`src/rtl/bitrot_pkg.sv`:
```
`timescale 1ns/1ps
package bitrot_pkg;

  // Source selection for one bit cell.
  typedef enum logic [2:0] {
    OP_HOLD  = 3'd0,  // keep value
    OP_EXT   = 3'd1,  // take the external load bit
    OP_ROT_L = 3'd2,  // take the neighbour at column y+1
    OP_ROT_R = 3'd3,  // take the neighbour at column y-1
    OP_ROT_U = 3'd4,  // take the neighbour at row x+1
    OP_ROT_D = 3'd5   // take the neighbour at row x-1
  } cell_op_e;

  typedef enum logic [1:0] {
    ST_LOAD  = 2'd0,
    ST_PASS1 = 2'd1,
    ST_PASS2 = 2'd2
  } phase_e;

endpackage

```
`src/rtl/bitrot_cell.sv`:
```
`timescale 1ns/1ps
module bitrot_cell
  import bitrot_pkg::*;
(
  input  logic     clk,
  input  cell_op_e op,
  input  logic     ext_bit,
  input  logic     nb_ylo,   // cell at column y-1
  input  logic     nb_yhi,   // cell at column y+1
  input  logic     nb_xlo,   // cell at row x-1
  input  logic     nb_xhi,   // cell at row x+1
  output logic     q
);

  always_ff @(posedge clk) begin
    unique case (op)
      OP_EXT:   q <= ext_bit;
      OP_ROT_L: q <= nb_yhi;
      OP_ROT_R: q <= nb_ylo;
      OP_ROT_U: q <= nb_xhi;
      OP_ROT_D: q <= nb_xlo;
      default:  q <= q;
    endcase
  end

endmodule

```
`src/rtl/bitrot_array.sv`:
```
`timescale 1ns/1ps
module bitrot_array
  import bitrot_pkg::*;
#(
  parameter int N = 8
) (
  input  logic           clk,
  input  logic           load_shift,
  input  logic           row_en,
  input  logic           col_en,
  input  cell_op_e       row_op [N],
  input  cell_op_e       col_op [N],
  input  logic [N-1:0]   ext_byte,
  output logic [N-1:0]   head_row
);

  logic [N-1:0][N-1:0] grid;  // grid[row][col]

  for (genvar x = 0; x < N; x++) begin : g_row
    localparam int XHI = (x + 1) % N;
    localparam int XLO = (x + N - 1) % N;
    for (genvar y = 0; y < N; y++) begin : g_col
      localparam int YHI = (y + 1) % N;
      localparam int YLO = (y + N - 1) % N;
      cell_op_e op;

      // Loading reuses the upward path: bytes climb toward row 0 and the
      // bottom row takes the new byte.
      always_comb begin
        if (load_shift)  op = (x == N - 1) ? OP_EXT : OP_ROT_U;
        else if (row_en) op = row_op[x];
        else if (col_en) op = col_op[y];
        else             op = OP_HOLD;
      end

      bitrot_cell u_cell (
        .clk     (clk),
        .op      (op),
        .ext_bit (ext_byte[y]),
        .nb_ylo  (grid[x][YLO]),
        .nb_yhi  (grid[x][YHI]),
        .nb_xlo  (grid[XLO][y]),
        .nb_xhi  (grid[XHI][y]),
        .q       (grid[x][y])
      );
    end
  end

  assign head_row = grid[0];

endmodule

```
`src/rtl/bitrot_ctrl.sv`:
```
`timescale 1ns/1ps
module bitrot_ctrl
  import bitrot_pkg::*;
#(
  parameter int N     = 8,
  parameter int KEY_W = 17
) (
  input  logic             clk,
  input  logic             rst_n,
  input  logic             in_valid,
  input  logic             out_ready,
  input  logic [KEY_W-1:0] key_bits,
  input  logic             decrypt,
  output logic             in_ready,
  output logic             out_valid,
  output logic             load_shift,
  output logic             row_en,
  output logic             col_en,
  output cell_op_e         row_op [N],
  output cell_op_e         col_op [N]
);

  localparam int AMT_W = $clog2(N);
  localparam logic [AMT_W-1:0] LAST = AMT_W'(N - 1);

  phase_e           st;
  logic [AMT_W-1:0] cnt;
  logic             have_out;
  logic [KEY_W-1:0] key_q;
  logic             dec_q;
  logic             in_fire;

  assign in_ready   = (st == ST_LOAD) && (!have_out || out_ready);
  assign out_valid  = (st == ST_LOAD) && have_out && in_valid;
  assign in_fire    = in_valid && in_ready;
  assign load_shift = in_fire;

  // Pass order depends on the sampled mode.
  assign row_en = (st == ST_PASS1 && !dec_q) || (st == ST_PASS2 && dec_q);
  assign col_en = (st == ST_PASS1 && dec_q)  || (st == ST_PASS2 && !dec_q);

  always_ff @(posedge clk or negedge rst_n) begin
    if (!rst_n) begin
      st       <= ST_LOAD;
      cnt      <= '0;
      have_out <= 1'b0;
      key_q    <= '0;
      dec_q    <= 1'b0;
    end else begin
      unique case (st)
        ST_LOAD: begin
          if (in_fire) begin
            if (cnt == '0) begin
              key_q <= key_bits;
              dec_q <= decrypt;
            end
            if (cnt == LAST) begin
              cnt      <= '0;
              st       <= ST_PASS1;
              have_out <= 1'b0;
            end else begin
              cnt <= cnt + 1'b1;
            end
          end
        end
        ST_PASS1: begin
          if (cnt == LAST) begin
            cnt <= '0;
            st  <= ST_PASS2;
          end else begin
            cnt <= cnt + 1'b1;
          end
        end
        ST_PASS2: begin
          if (cnt == LAST) begin
            cnt      <= '0;
            st       <= ST_LOAD;
            have_out <= 1'b1;
          end else begin
            cnt <= cnt + 1'b1;
          end
        end
        default: st <= ST_LOAD;
      endcase
    end
  end

  // Per-line parameters from a sliding window over the control word.
  for (genvar k = 0; k < N; k++) begin : g_line
    logic [AMT_W-1:0] r_amt;
    logic [AMT_W-1:0] c_amt;
    logic             r_dir;
    logic             c_dir;

    for (genvar b = 0; b < AMT_W; b++) begin : g_bit
      assign r_amt[b] = key_q[(k + 1 + b) % KEY_W];
      assign c_amt[b] = key_q[(k + N + 1 + b) % KEY_W];
    end

    assign r_dir = key_q[k % KEY_W] ^ dec_q;
    assign c_dir = key_q[(k + N) % KEY_W] ^ dec_q;

    always_comb begin
      row_op[k] = OP_HOLD;
      if (row_en && (cnt < r_amt)) row_op[k] = r_dir ? OP_ROT_L : OP_ROT_R;
    end

    always_comb begin
      col_op[k] = OP_HOLD;
      if (col_en && (cnt < c_amt)) col_op[k] = c_dir ? OP_ROT_U : OP_ROT_D;
    end
  end

endmodule

```
`src/rtl/bitrot_cipher.sv`:
```
`timescale 1ns/1ps
module bitrot_cipher
  import bitrot_pkg::*;
#(
  parameter int N     = 8,
  parameter int KEY_W = 2 * N + 1
) (
  input  logic             clk,
  input  logic             rst_n,
  input  logic             in_valid,
  output logic             in_ready,
  input  logic [N-1:0]     in_data,
  input  logic [KEY_W-1:0] key_bits,
  input  logic             decrypt,
  output logic             out_valid,
  input  logic             out_ready,
  output logic [N-1:0]     out_data
);

  logic     load_shift;
  logic     row_en;
  logic     col_en;
  cell_op_e row_op [N];
  cell_op_e col_op [N];

  bitrot_ctrl #(.N(N), .KEY_W(KEY_W)) u_ctrl (
    .clk        (clk),
    .rst_n      (rst_n),
    .in_valid   (in_valid),
    .out_ready  (out_ready),
    .key_bits   (key_bits),
    .decrypt    (decrypt),
    .in_ready   (in_ready),
    .out_valid  (out_valid),
    .load_shift (load_shift),
    .row_en     (row_en),
    .col_en     (col_en),
    .row_op     (row_op),
    .col_op     (col_op)
  );

  bitrot_array #(.N(N)) u_array (
    .clk        (clk),
    .load_shift (load_shift),
    .row_en     (row_en),
    .col_en     (col_en),
    .row_op     (row_op),
    .col_op     (col_op),
    .ext_byte   (in_data),
    .head_row   (out_data)
  );

endmodule

```
`config.mk`:
```
export PLATFORM = sky130hd
export DESIGN_NAME = bitrot_cipher
export DESIGN_NICKNAME = d
export VERILOG_FILES = /design/src/rtl/bitrot_pkg.sv /design/src/rtl/bitrot_cell.sv /design/src/rtl/bitrot_array.sv /design/src/rtl/bitrot_ctrl.sv /design/src/rtl/bitrot_cipher.sv
export SDC_FILE = /design/constraint.sdc
export NUM_CORES = 1
export LEC_CHECK = 0
export ABC_AREA = 1
export BUFFER_PORTS_ARGS = -buffer_cell sky130_fd_sc_hd__buf_2
export CAP_MARGIN = 30
export CORE_MARGIN = 2
export CORE_UTILIZATION = 45
export DETAILED_ROUTE_END_ITERATION = 6
export PLACE_DENSITY_LB_ADDON = 0.08
export SETUP_SLACK_MARGIN = 0.1
export SYNTH_ARGS = -nofsm -noshare
export SYNTH_HDL_FRONTEND = slang
export SYNTH_HIERARCHICAL = 1
export SYNTH_SLANG_ARGS = --single-unit
```
`constraint.sdc`:
```
create_clock -name clk -period 6.92 [get_ports clk]
set_input_delay 1.384 -clock clk [delete_from_list [all_inputs] [get_ports clk]]
set_output_delay 1.384 -clock clk [all_outputs]
set_load 0.005 [all_outputs]
```
==> impl_metrics.tcl <==
set metrics [dict create \
    detailed_place.area_um2 12300 \
    synthCells 2048 \
    crit_required_ns 6.98 \
    netlist-cell-type-count 31 \
    antenna_found_initial 0 \
    outcome "complete, no violations" \
    layout.nets 2144 \
    rsz0062_at_grt "no" \
    avgSynthCellArea_um2 5.85 \
    drtPass1Iterations 6 \
    cts_max_level 3 \
    port-buffer-count 39 \
    n_fill_cell 2811 \
    ys_ff_latch 88 \
    critPathKind "input port to register" \
    clock_latency_ns 0.37 \
    ios 40 \
    via_per_inst 5.26 \
    cts_tree "yes" \
    dp_hpwl_mm 28.1 \
    wirelength_mm 38.8 \
    area_growth_pct 5.85 \
    crit_arrival_ns 4.07 \
    setup_slack_ns 2.91 \
    post-place-ws_ns 2.52 \
    path_max_fanout 24 \
    synth.area.top_cells "nand2_1, edfxtp_1, inv_1" \
    n_antenna_cell 0 \
    die_h_um 167 \
    drive_gt1_frac 0.181 \
    coreArea_um2 26100 \
    fmax_mhz 250 \
    dieArea_um2 27900 \
    cp-start-kind "input port" \
    rows 59 \
    fin_cells 2415 \
    relSlewSlack 0.296 \
    grt_max_degree 33 \
    multiInputGateArea_um2 7120 \
    grt_pass1_wl_mm 61.3 \
    clkSinkCount 88 \
    drc 0 \
    finalMaxSlewViolations 0 \
    numCtsBuffers 9 \
    grt_pass1_vias 11400 \
    drt_iter0_drc 1054 \
    fin_setup_tns_ns 0 \
    min_path_type "register to register" \
    ys_seq_area_frac 0.211 \
    gp_congestion 0.847 \
    setup_viol 0 \
    min_period_ns 4.01 \
    endpoint_kind "register" \
    cts_resized 0 \
    cap_violations 0 \
    post-cts-setup-buffers 0 \
    wire_per_inst_um 16.1 \
    start_util 0.459 \
    cts_root_buf "clkbuf_16" \
    hold_viol 0 \
    grt.total_usage 0.279 \
    postRouteAntennaNets 0 \
    grt-ovfl-total 0 \
    yosysWarnings 6 \
    synth_top_area_frac 0.186 \
    regArea_um2 2520 \
    die-width_um 167 \
    synth_top_area_cell "nand2_1" \
    fin_skew_ns 0.0126 \
    clk_pin_slew_ns 0.08 \
    cts_hold_buf 0 \
    vias 12700 \
    synthesis.area_um2 12000 \
    finalCritPeriodShare 0.579 \
    design_area_um2 12700 \
    clk_path_buf_depth 2 \
    worst_pin_slew_ns 1.06 \
    dp_cells 2399 \
]
[final timing paths]
path	slack, ns	to	cells past startpoint	startpoint
worst max-delay path	2.91	u_array/g_row[7].g_col[0].u_cell/q	10	out_ready
worst min-delay path	0.49	u_ctrl/key_q[16]	2	u_ctrl/key_q[16]
worst max register to register	3.37	u_array/g_row[7].g_col[0].u_cell/q	9	u_ctrl/st[0]
worst min register to register	0.49	u_ctrl/key_q[16]	2	u_ctrl/key_q[16]
max in group asynchronous	5.56	u_ctrl/key_q[16]	1	rst_n
min in group asynchronous	0.99	u_ctrl/have_out	1	rst_n
[final cells by class]
class / instances / area share
clock buffer: 12 / 0.0237
clock inverter: 4 / 0.00276
inverter: 539 / 0.160
multi-input combinational: 1394 / 0.562
sequential: 88 / 0.199
tap: 335 / 0.0331
timing repair buffer: 43 / 0.0193
[through the flow]
| stage | utilization | hold slack (ns) |
|---|---|---|
| finish | 0.486 | 0.493 |
| global route | 0.486 | 0.530 |
| CTS | 0.486 | 0.502 |
| detailed placement | 0.474 | 0.485 |
| global placement | 0.472 | 0.472 |
| floorplan | - | 0.442 |
[critical path: stages]
cell      delay [ns]
buf_2           0.10
inv_1           0.04
nand2_1         0.04
nand3_1         0.08
clkinv_1        0.66
clkinv_4        0.60
o21ai_1         0.42
nor2_1          0.41
nand2_1         0.13
o211ai_1        0.19
[cells in the final DEF, fill, tap and decap left out, drive strengths merged]
cell type,count
o21ai,34
inv,540
nand2,671
buf,43
ha,39
nand3,159
nor3,17
o211ai,64
a21oi,41
edfxtp,64
xor2,16
clkinv,3
conb,16
nor2,205
nand4,131
dfrtp,24
o21bai,1
clkbuf,12
[routing by layer]
metal,vias to the layer above,share of wire,wire length (um),global-route usage
met5,-,0,0,0
met4,0,0.029,1110,0.0885
met3,69,0.070,2710,0.0331
met2,434,0.45,17500,0.466
met1,5797,0.45,17500,0.377
li1,6414,-,-,-
[synth_stat cells, drive strengths merged]
cell type    n
a21oi       41
buf         42
clkinv       1
conb         1
dfrtp       24
edfxtp      64
ha          39
inv        538
nand2      671
nand3      159
nand4      131
nor2       205
nor3        17
o211ai      64
o21ai       34
o21bai       1
xor2        16
[registers in the layout (all words and copies together) (netlist names)]
| name | count |
|---|---|
| u_ctrl/st | 2 |
| u_ctrl/dec_q | 1 |
| u_array/g_row.g_col.u_cell/q | 64 |
| u_ctrl/key_q | 17 |
| u_ctrl/have_out | 1 |
| u_ctrl/cnt | 3 |
[cells by family (layout without fill, tap and decap cells)]
family / after synthesis / after routing / share of synthesized area
AND/OR/NAND/NOR: 1183 / 1183 / 0.442
adder cells (fa/ha/maj): 39 / 39 / 0.0408
buffers and inverters: 581 / 598 / 0.199
AO/OA/AOI/OAI: 140 / 140 / 0.0950
XOR/XNOR: 16 / 16 / 0.0117
other: 1 / 16 / 0.000313
flip-flops: 88 / 88 / 0.211
Power is not shown: default switching activity piles up to over one toggle a cycle in this logic, so the estimate is an artifact.
